**src/rtl/sysctl_csr_pkg.sv**
```systemverilog
package sysctl_csr_pkg;
    localparam int CSR_W = 16;

    localparam int IDX_SOFT9    = 4;
    localparam int IDX_SOFT8    = 5;
    localparam int IDX_CLKINT   = 6;
    localparam int IDX_INH_FLT  = 7;
    localparam int IDX_INH_TMR  = 8;
    localparam int IDX_MOTOR    = 9;
    localparam int IDX_FAIL_LED = 11;
    localparam int IDX_ALIGN    = 12;
    localparam int IDX_PARITY   = 14;
    localparam int IDX_BUS_TO   = 15;

    typedef logic [CSR_W-1:0] csr_word_t;

    typedef enum logic [1:0] {
        RD_NONE = 2'd0,
        RD_WIDE = 2'd1,
        RD_HIGH = 2'd2,
        RD_LOW  = 2'd3
    } rd_sel_e;
endpackage

```
**src/rtl/csr_wr_decode.sv**
```systemverilog
module csr_wr_decode
    import sysctl_csr_pkg::*;
#(
    parameter int ADDR_W = 6
) (
    input  logic              wr_en,
    input  logic [ADDR_W-1:0] addr,
    output csr_word_t         sw_set,
    output csr_word_t         sw_clr,
    output logic              rst_strobe
);
    always_comb begin
        sw_set     = '0;
        sw_clr     = '0;
        rst_strobe = 1'b0;
        if (wr_en) begin
            case (addr)
                ADDR_W'(8'h03): sw_clr[IDX_BUS_TO]   = 1'b1;
                ADDR_W'(8'h07): sw_clr[IDX_PARITY]   = 1'b1;
                ADDR_W'(8'h0B): rst_strobe           = 1'b1;
                ADDR_W'(8'h0F): sw_clr[IDX_ALIGN]    = 1'b1;
                ADDR_W'(8'h13): sw_set[IDX_FAIL_LED] = 1'b1;
                ADDR_W'(8'h17): sw_clr[IDX_FAIL_LED] = 1'b1;
                ADDR_W'(8'h1B): sw_set[IDX_MOTOR]    = 1'b1;
                ADDR_W'(8'h1F): sw_clr[IDX_MOTOR]    = 1'b1;
                ADDR_W'(8'h23): sw_set[IDX_INH_TMR]  = 1'b1;
                ADDR_W'(8'h27): sw_clr[IDX_INH_TMR]  = 1'b1;
                ADDR_W'(8'h2B): sw_set[IDX_INH_FLT]  = 1'b1;
                ADDR_W'(8'h2F): sw_clr[IDX_INH_FLT]  = 1'b1;
                ADDR_W'(8'h33): sw_set[IDX_SOFT9]    = 1'b1;
                ADDR_W'(8'h37): sw_clr[IDX_SOFT9]    = 1'b1;
                ADDR_W'(8'h3B): sw_set[IDX_SOFT8]    = 1'b1;
                ADDR_W'(8'h3F): sw_clr[IDX_SOFT8]    = 1'b1;
                default: ;
            endcase
        end
    end
endmodule

```
**src/rtl/csr_bit_store.sv**
```systemverilog
module csr_bit_store
    import sysctl_csr_pkg::*;
(
    input  logic      clk,
    input  logic      rst_n,
    input  csr_word_t set_m,
    input  csr_word_t clr_m,
    output csr_word_t q
);
    for (genvar i = 0; i < CSR_W; i++) begin : g_bit
        always_ff @(posedge clk or negedge rst_n) begin
            if (!rst_n)        q[i] <= 1'b0;
            else if (set_m[i]) q[i] <= 1'b1;
            else if (clr_m[i]) q[i] <= 1'b0;
        end

        // a set request wins over a clear in the same cycle
        a_r6_set_wins: assert property (@(posedge clk) disable iff (!rst_n)
            set_m[i] |=> q[i]);
        a_r4_clear_takes: assert property (@(posedge clk) disable iff (!rst_n)
            (clr_m[i] && !set_m[i]) |=> !q[i]);
    end
endmodule

```
**src/rtl/csr_read_mux.sv**
```systemverilog
module csr_read_mux
    import sysctl_csr_pkg::*;
#(
    parameter int ADDR_W = 6
) (
    input  logic              clk,
    input  logic              rst_n,
    input  logic              rd_en,
    input  logic              rd_byte,
    input  logic [ADDR_W-1:0] addr,
    input  csr_word_t         word,
    output csr_word_t         rd_data,
    output logic              rd_valid
);
    rd_sel_e sel;

    always_comb begin
        if (addr == ADDR_W'(8'h02))      sel = rd_byte ? RD_HIGH : RD_WIDE;
        else if (addr == ADDR_W'(8'h03)) sel = RD_LOW;
        else                             sel = RD_NONE;
    end

    always_ff @(posedge clk or negedge rst_n) begin
        if (!rst_n) begin
            rd_data  <= '0;
            rd_valid <= 1'b0;
        end else begin
            rd_valid <= rd_en;
            if (rd_en) begin
                unique case (sel)
                    RD_WIDE: rd_data <= word;
                    RD_HIGH: rd_data <= {8'h00, word[15:8]};
                    RD_LOW:  rd_data <= {8'h00, word[7:0]};
                    RD_NONE: rd_data <= '0;
                endcase
            end
        end
    end

    // an off-map read returns zero
    a_r3_offmap_zero: assert property (@(posedge clk) disable iff (!rst_n)
        (rd_en && addr != ADDR_W'(8'h02) && addr != ADDR_W'(8'h03)) |=> (rd_data == '0));
endmodule

```
**src/rtl/sysctl_csr.sv**
```systemverilog
module sysctl_csr
    import sysctl_csr_pkg::*;
#(
    parameter int ADDR_W = 6
) (
    input  logic              clk,
    input  logic              rst_n,
    input  logic [ADDR_W-1:0] addr,
    input  logic              wr_en,
    input  logic              rd_en,
    input  logic              rd_byte,
    output logic [15:0]       rd_data,
    output logic              rd_valid,
    input  logic              hw_bus_timeout,
    input  logic              hw_parity_err,
    input  logic              hw_align_fault,
    input  logic              tmr_irq,
    input  logic              clk_irq_clr,
    output logic              sys_rst_req,
    output logic              inhibit_timers
);
    csr_word_t sw_set, sw_clr, hw_set, hw_clr, word;
    logic      rst_strobe;

    csr_wr_decode #(.ADDR_W(ADDR_W)) u_dec (
        .wr_en(wr_en), .addr(addr),
        .sw_set(sw_set), .sw_clr(sw_clr), .rst_strobe(rst_strobe)
    );

    always_comb begin
        hw_set              = '0;
        hw_clr              = '0;
        hw_set[IDX_BUS_TO]  = hw_bus_timeout;
        hw_set[IDX_PARITY]  = hw_parity_err;
        hw_set[IDX_ALIGN]   = hw_align_fault;
        hw_set[IDX_CLKINT]  = tmr_irq & ~word[IDX_INH_TMR];
        hw_clr[IDX_CLKINT]  = clk_irq_clr;
    end

    csr_bit_store u_store (
        .clk(clk), .rst_n(rst_n),
        .set_m(sw_set | hw_set), .clr_m(sw_clr | hw_clr), .q(word)
    );

    csr_read_mux #(.ADDR_W(ADDR_W)) u_rd (
        .clk(clk), .rst_n(rst_n), .rd_en(rd_en), .rd_byte(rd_byte),
        .addr(addr), .word(word), .rd_data(rd_data), .rd_valid(rd_valid)
    );

    always_ff @(posedge clk or negedge rst_n) begin
        if (!rst_n) sys_rst_req <= 1'b0;
        else        sys_rst_req <= rst_strobe;
    end

    assign inhibit_timers = word[IDX_INH_TMR];

    // a reset request only follows a write strobe
    a_r7_req_after_write: assert property (@(posedge clk) disable iff (!rst_n)
        sys_rst_req |-> $past(wr_en));
    // timer pulse ignored while timers are inhibited
    a_r8_timer_blocked: assert property (@(posedge clk) disable iff (!rst_n)
        (tmr_irq && word[IDX_INH_TMR] && !word[IDX_CLKINT]) |=> !word[IDX_CLKINT]);
    // with no strobe and no hardware event the word holds
    a_r10_idle_hold: assert property (@(posedge clk) disable iff (!rst_n)
        (!wr_en && !hw_bus_timeout && !hw_parity_err && !hw_align_fault
         && !tmr_irq && !clk_irq_clr) |=> $stable(word));
    // set strobe for the failure LED bit
    a_r4_led_set: assert property (@(posedge clk) disable iff (!rst_n)
        (wr_en && addr == ADDR_W'(8'h13)) |=> word[IDX_FAIL_LED]);
endmodule

```
**config.mk**
```make
export PLATFORM = sky130hd
export DESIGN_NAME = sysctl_csr
export DESIGN_NICKNAME = d
export VERILOG_FILES = /design/src/rtl/sysctl_csr_pkg.sv /design/src/rtl/csr_wr_decode.sv /design/src/rtl/csr_bit_store.sv /design/src/rtl/csr_read_mux.sv /design/src/rtl/sysctl_csr.sv
export SDC_FILE = /design/constraint.sdc
export NUM_CORES = 1
export LEC_CHECK = 0
export ABC_CLOCK_PERIOD_IN_PS = 1000
export BUFFER_PORTS_ARGS = -buffer_cell sky130_fd_sc_hd__buf_2
export CAP_MARGIN = 0
export CORE_ASPECT_RATIO = 1.2
export CORE_MARGIN = 4
export CORE_UTILIZATION = 45
export CTS_CLUSTER_DIAMETER = 80
export DETAILED_ROUTE_END_ITERATION = 8
export PLACE_DENSITY = 0.75
export RECOVER_POWER = 50
export SYNTH_ARGS = -nofsm -noshare
export SYNTH_HDL_FRONTEND = slang
export SYNTH_HIERARCHICAL = 1
export SYNTH_SLANG_ARGS = --single-unit
```
**constraint.sdc**
```tcl
create_clock -name clk -period 1 [get_ports clk]
set_clock_uncertainty 0.2 [all_clocks]
set_input_delay 0.3 -clock clk [delete_from_list [all_inputs] [get_ports clk]]
set_output_delay 0.3 -clock clk [all_outputs]
set_load 0.03 [all_outputs]
```
==> results.py, run 1 <==
metrics = {
    "status": {
        "outcome": "finished, violations left",
        "violations": "negative setup slack",
    },
    "global_routing": {
        "antenna_found_initial": 0,
        "grtUsageTotal_pct": 15.5,
        "grt_pass1_wl_um": 5630,
        "grt_max_degree": 35,
        "grt_remaining_overflow": 0,
        "grt_pass1_vias": 1207,
    },
    "die": {
        "die_h_um": 74.9,
        "die-area_sq_um": 4780,
        "rows": 24,
        "fp.dieW_um": 63.8,
        "io_pins": 35,
        "coreArea_sq_um": 3600,
        "initial_core_util_pct": 46.6,
    },
    "placed_design": {
        "place_area_sq_um": 1910,
        "pre_cts_ws_ns": -0.447,
        "hpwlAfterDp_um": 2240,
        "globalplace.congestion": 0.819,
        "portBuffers": 34,
    },
    "cells_and_area": {
        "drive_gt1_share_pct": 38.7,
        "postLayoutCellArea_sq_um": 2400,
        "multi_input_comb_area_sq_um": 763,
        "antenna_cells": 0,
        "ff_latch_area_sq_um": 852,
        "fillers": 278,
        "area_growth_pct": 43.0,
        "final_nets": 245,
    },
    "sta": {
        "finalWorstSetupSlack_ns": -0.340,
        "period_minus_slack_ns": 1.34,
        "fin_crit_sh_pct": 134,
        "hold_slack_ns": 0.0365,
        "grt_setup_unrepaired": "yes",
        "setup_viol": 44,
        "hold_viol_final": 0,
        "slew_violations": 0,
        "fmax_ghz": 0.746,
    },
    "critical_path": {
        "max_stage_delay_ns": 0.42,
        "path_buf_inv": 1,
        "critical_path_class": "register to primary output",
        "cp-end-kind": "primary output",
        "crit_chain": "buf_6",
        "slowest_stage": "dfrtp_2",
        "arrival_ns": 0.84,
        "cp.required_ns": 0.50,
        "cp_top_family": "flip-flops",
        "cp-start-kind": "register",
        "path_max_fanout": 2,
    },
    "power": {
        "powerDensity_nw_per_um2": 1240,
        "ir_drop_v": 0.000797,
        "leakage_uw": 0.00110,
        "power_uw": 2990,
    },
    "detailed_routing": {
        "avgViaCountPerCell": 4.72,
        "drc": 0,
        "drt_iter0_drc": 38,
        "num_vias": 1271,
        "routed_wl_um": 3420,
        "firstDrtPassIters": 4,
        "ant_nets": 0,
        "avgRoutedWirePerCell_um": 12.7,
    },
    "yosys": {
        "async_flop_share_pct": 100,
        "synth_top_flop_cell": "dfrtp_1",
        "synth_area_sq_um": 1680,
        "synth_cell_types": 22,
        "synth_edf_count": 0,
        "synth_seq_cells": 34,
        "synth-seq-area-share_pct": 50.6,
        "synth_cells": 172,
        "syn_area_per_cell_sq_um": 9.77,
        "yosysWarningCount": 6,
    },
    "cts": {
        "root_buffer": "clkbuf_8",
        "cts_hold_buf": 1,
        "ctsHtreeMaxLevel": 2,
        "clock_path_buffers": 2,
        "cts.sinks": 34,
        "cts_tree": "yes",
        "clk_pin_slew_ns": 0.07,
        "cts_buffers": 5,
        "clk_latency_ns": 0.28,
    },
    "job": {
        "cap_violations": 0,
    },
    "min_path": {
        "worst_hold_path_type": "input pin to register",
    },
}
power breakdown:
group	internal [uW]	switching, uW
Sequential	1450	54.9
Combinational	276	243
Clock	494	464
cells in the final DEF (no fill, tap or decap), types with 2 or more instances in the layout:
cell,instances
a21o_1,17
buf_2,5
buf_4,17
buf_6,24
buf_8,5
clkbuf_1,5
clkbuf_8,5
conb_1,17
dfrtp_1,33
inv_1,31
inv_2,2
mux2i_1,6
nand2_1,7
nand3_4,2
nand3b_1,2
nand4b_1,2
nor2_1,13
nor2_2,4
o22ai_2,15
or2_1,4
area by class of cell:
| class | instances | share of cell area, % |
|---|---|---|
| flip-flops and latches | 34 | 35.5 |
| multi-input cells | 100 | 31.8 |
| repair buffers | 55 | 22.3 |
| inverters | 33 | 5.15 |
| clock buffers | 8 | 3.33 |
| well taps | 39 | 2.03 |
Yosys cell counts (2+ instances only):
master,n,area share (%)
a21o_1,17,7.6
or2_1,4,1.5
dfrtp_1,34,51
o22ai_1,15,5.6
nand4b_1,2,1.0
nand3b_1,2,0.89
buf_2,3,0.89
nor2_1,18,4.0
nand2_1,8,1.8
inv_1,33,7.4
buf_4,17,7.6
nand3_2,2,1.2
mux2i_1,8,4.8
per-stage QoR:
stage	setup TNS (ns)	instances	utilization (%)
2_1_floorplan	-3.00	188	-
3_5_place_dp	-10.40	250	53.1
3_3_place_gp	-9.99	250	53.1
6_report	-8.22	269	66.7
5_1_grt	-10.74	269	66.7
4_1_cts	-7.28	263	63.1
metal layers:
layer  vias up  GRT usage (%)  wire, um
met5         -              0         0
met4         0           6.47        61
met3         6           4.18       151
met2        31           25.1      1680
met1       601           19.7      1520
li1        633              -         -
final timing paths:
kind	startpoint	end	slack, ns	depth (start not counted)
setup / recovery	u_store/q[8]$_DFFE_PN0P_	inhibit_timers	-0.34	1
hold / removal	rd_en	u_rd/rd_valid$_DFF_PN0_	0.04	1
setup reg to reg	u_store/q[8]$_DFFE_PN0P_	u_store/q[8]$_DFFE_PN0P_	-0.26	4
hold reg to reg	u_store/q[1]$_DFFE_PN0P_	u_store/q[1]$_DFFE_PN0P_	0.28	1
max in group asynchronous	rst_n	u_store/q[8]$_DFFE_PN0P_	0.03	3
min in group asynchronous	rst_n	u_rd/rd_data[2]$_DFFE_PN0P_	0.33	3
registers in the layout, indices dropped and copies added, names as in the netlist:
signal	cells
sys_rst_req	1
u_rd/rd_data	16
u_rd/rd_valid	1
u_store/q	16
kinds of logic (layout without fill, tap and decap cells):
| family | count (synthesis) | count (layout) | share of synthesized area (%) |
|---|---|---|---|
| other | 1 | 17 | 0.223 |
| buffers and inverters | 54 | 96 | 16.5 |
| AO/OA/AOI/OAI | 33 | 33 | 13.9 |
| multiplexers | 8 | 8 | 4.77 |
| flip-flops | 34 | 34 | 50.6 |
| AND/OR/NAND/NOR | 42 | 42 | 13.9 |
what timing repair did:
action | 4_1_cts | 5_1_grt
endpoints found under the hold margin | 35 | 1
gates resized for setup | 66 | 22
buffers inserted | 4 | 7
pin swaps | 11 | 6
setup endpoints to repair | 44 | 45
Note: power is estimated with default switching activity, not from simulation.
==> run 2, diff against run 1 <==
- CTS_BUF_LIST: not set -> sky130_fd_sc_hd__clkbuf_4
- HOLD_SLACK_MARGIN: not set -> 0.05
==> run 2 against run 1 <==
  * The run still ends with negative setup slack left
  * Cell count stayed put
  * Die area unchanged
  * Worst hold slack worse by 0.019 ns
  * Via count shrank 1.3%
  * Critical endpoint unchanged
  * Largest power group unchanged
==> results.py, run 2 (synthesized netlist as in run 1, its figures left out) <==
metrics = {
    "cells_and_area": {
        "layout_commonest_cell": "dfrtp_1",
        "layout_common_cells": "dfrtp_1 (33), inv_1 (31), buf_6 (25)",
        "drive_gt1_share_pct": 38.7,
        "top_regs": "u_rd/rd_data x16, u_store/q x16",
        "ff_latch_area_sq_um": 852,
        "fillers": 283,
        "final_nets": 245,
        "antenna_cells": 0,
        "area_growth_pct": 39.5,
        "multi_input_comb_area_sq_um": 736,
    },
    "min_path": {
        "hold_depth": 3,
        "min_from": "hw_parity_err",
        "min_to": "u_store/q[14]$_DFFE_PN0P_",
        "worst_hold_path_type": "input pin to register",
    },
    "sta": {
        "setup_viol": 36,
        "hold_viol_final": 0,
        "fmax_ghz": 0.711,
        "slew_violations": 0,
        "period_minus_slack_ns": 1.41,
        "grt_setup_unrepaired": "yes",
        "fin_crit_sh_pct": 141,
        "finalWorstSetupSlack_ns": -0.406,
    },
    "global_routing": {
        "grt_pass1_wl_um": 5580,
        "antenna_found_initial": 0,
        "grtUsageTotal_pct": 15.4,
        "grt_pass1_vias": 1193,
        "grt_remaining_overflow": 0,
        "grt_max_degree": 35,
    },
    "detailed_routing": {
        "avgRoutedWirePerCell_um": 12.6,
        "firstDrtPassIters": 4,
        "drc": 0,
        "drt_iter0_drc": 25,
        "ant_nets": 0,
        "num_vias": 1254,
        "avgViaCountPerCell": 4.66,
        "routed_wl_um": 3380,
    },
    "critical_path": {
        "r2r-start": "u_store/q[8]$_DFFE_PN0P_",
        "reg2reg_slack_ns": -0.26,
        "path_buf_inv": 1,
        "cp_top_family": "flip-flops",
        "crit_chain": "buf_6",
        "r2r_end": "u_store/q[8]$_DFFE_PN0P_",
        "cp-start-kind": "register",
        "cp.required_ns": 0.50,
        "max_stage_delay_ns": 0.43,
        "slowest_stage": "dfrtp_2",
        "worstRegToRegCells": 4,
        "arrival_ns": 0.91,
        "path_max_fanout": 2,
        "critical_path_class": "register to primary output",
        "cp-end-kind": "primary output",
    },
    "cts": {
        "cts_hold_buf": 2,
        "clock_path_buffers": 2,
        "cts_buffers": 5,
        "cts_tree": "yes",
        "cts.sinks": 34,
        "clk_pin_slew_ns": 0.10,
        "ctsHtreeMaxLevel": 2,
        "root_buffer": "clkbuf_4",
        "clk_latency_ns": 0.33,
    },
    "power": {
        "ir_drop_v": 0.000638,
        "leakage_uw": 0.00109,
        "power.share.clock_pct": 28.6,
        "p_int_uw": 2070,
        "power_uw": 2800,
        "seq_power_share_pct": 53.7,
        "swShare_pct": 26.0,
        "comb_power_share_pct": 17.8,
        "powerDensity_nw_per_um2": 1190,
        "p_switching_uw": 728,
    },
    "status": {
        "violations": "negative setup slack",
        "outcome": "finished, violations left",
    },
    "placed_design": {
        "globalplace.congestion": 0.819,
        "pre_cts_ws_ns": -0.447,
        "hpwlAfterDp_um": 2240,
        "portBuffers": 34,
    },
    "job": {
        "cap_violations": 0,
    },
    "die": {
        "coreArea_sq_um": 3600,
        "initial_core_util_pct": 46.6,
        "die-area_sq_um": 4780,
        "fp.dieW_um": 63.8,
        "die_h_um": 74.9,
        "rows": 24,
        "io_pins": 35,
    },
}
run 2: changes by cell type in the layout (fill, tap and decap cells not counted), moves of 2 or more:
cell / delta
buf_4: -2
clkbuf_4: +8
buf_8: -2
buf_2: +4
clkbuf_8: -5
clkbuf_1: -5
run 2: repair_timing:
item                                   CTS  global route
pin swaps                               10             7
endpoints found under the hold margin   40             5
buffers inserted                         4             7
resized for setup                       58            21
setup endpoints to repair               41            42
run 2: final cells by class:
| cell class | count | share of cell area (%) |
|---|---|---|
| multi-input cells | 100 | 31.4 |
| repair buffers | 55 | 22.4 |
| inverters | 33 | 5.28 |
| well taps | 39 | 2.08 |
| clock buffers | 8 | 2.56 |
| flip-flops and latches | 34 | 36.3 |
run 2: worst max path at each step:
stage | from | end | slack (ns) | cells after the start
floorplan | addr[4] | u_store/q[15]$_DFFE_PN0P_ | -0.27 | 4
global placement | addr[4] | u_store/q[12]$_DFFE_PN0P_ | -0.43 | 5
finish | u_store/q[8]$_DFFE_PN0P_ | inhibit_timers | -0.41 | 1
global route | u_store/q[8]$_DFFE_PN0P_ | inhibit_timers | -0.47 | 1
detailed placement | addr[4] | u_store/q[15]$_DFFE_PN0P_ | -0.45 | 5
CTS | u_store/q[8]$_DFFE_PN0P_ | inhibit_timers | -0.43 | 1
run 2: power groups by stage:
stage	combinational [uW]	clock [uW]	sequential [uW]
final	497	801	1500
after floorplan	236	0	1550
after CTS	456	817	1500
after global routing	543	885	1510
after detailed placement	376	0	1530
after global placement	372	0	1530
run 2: worst register-to-register path, delay by kind of cell (launching register included):
family	cells	cell delay, ns
flops	1	0.43
buf+inv	3	0.38
compound gates	1	0.16
run 2: through the flow:
step                      std cells  area (sq um)  util, %  setup TNS [ns]  hold WS [ns]
after floorplan                 188          1750        -           -3.00        -0.196
after global placement          250          1910     53.1           -9.99        0.0723
after detailed placement        250          1910     53.1          -10.40        0.0722
after CTS                       264          2230     61.8           -8.14       0.00673
after global routing            269          2340     65.1          -10.25        0.0181
final                           269          2340     65.1           -8.53        0.0174
run 2: routing by layer:
metal	part of all wire, %	wire length, um	track usage [%]
met1	46	1560	19.6
met2	48	1620	24.9
met3	4.1	137	4.33
met4	1.8	61	6.47
met5	0	0	0
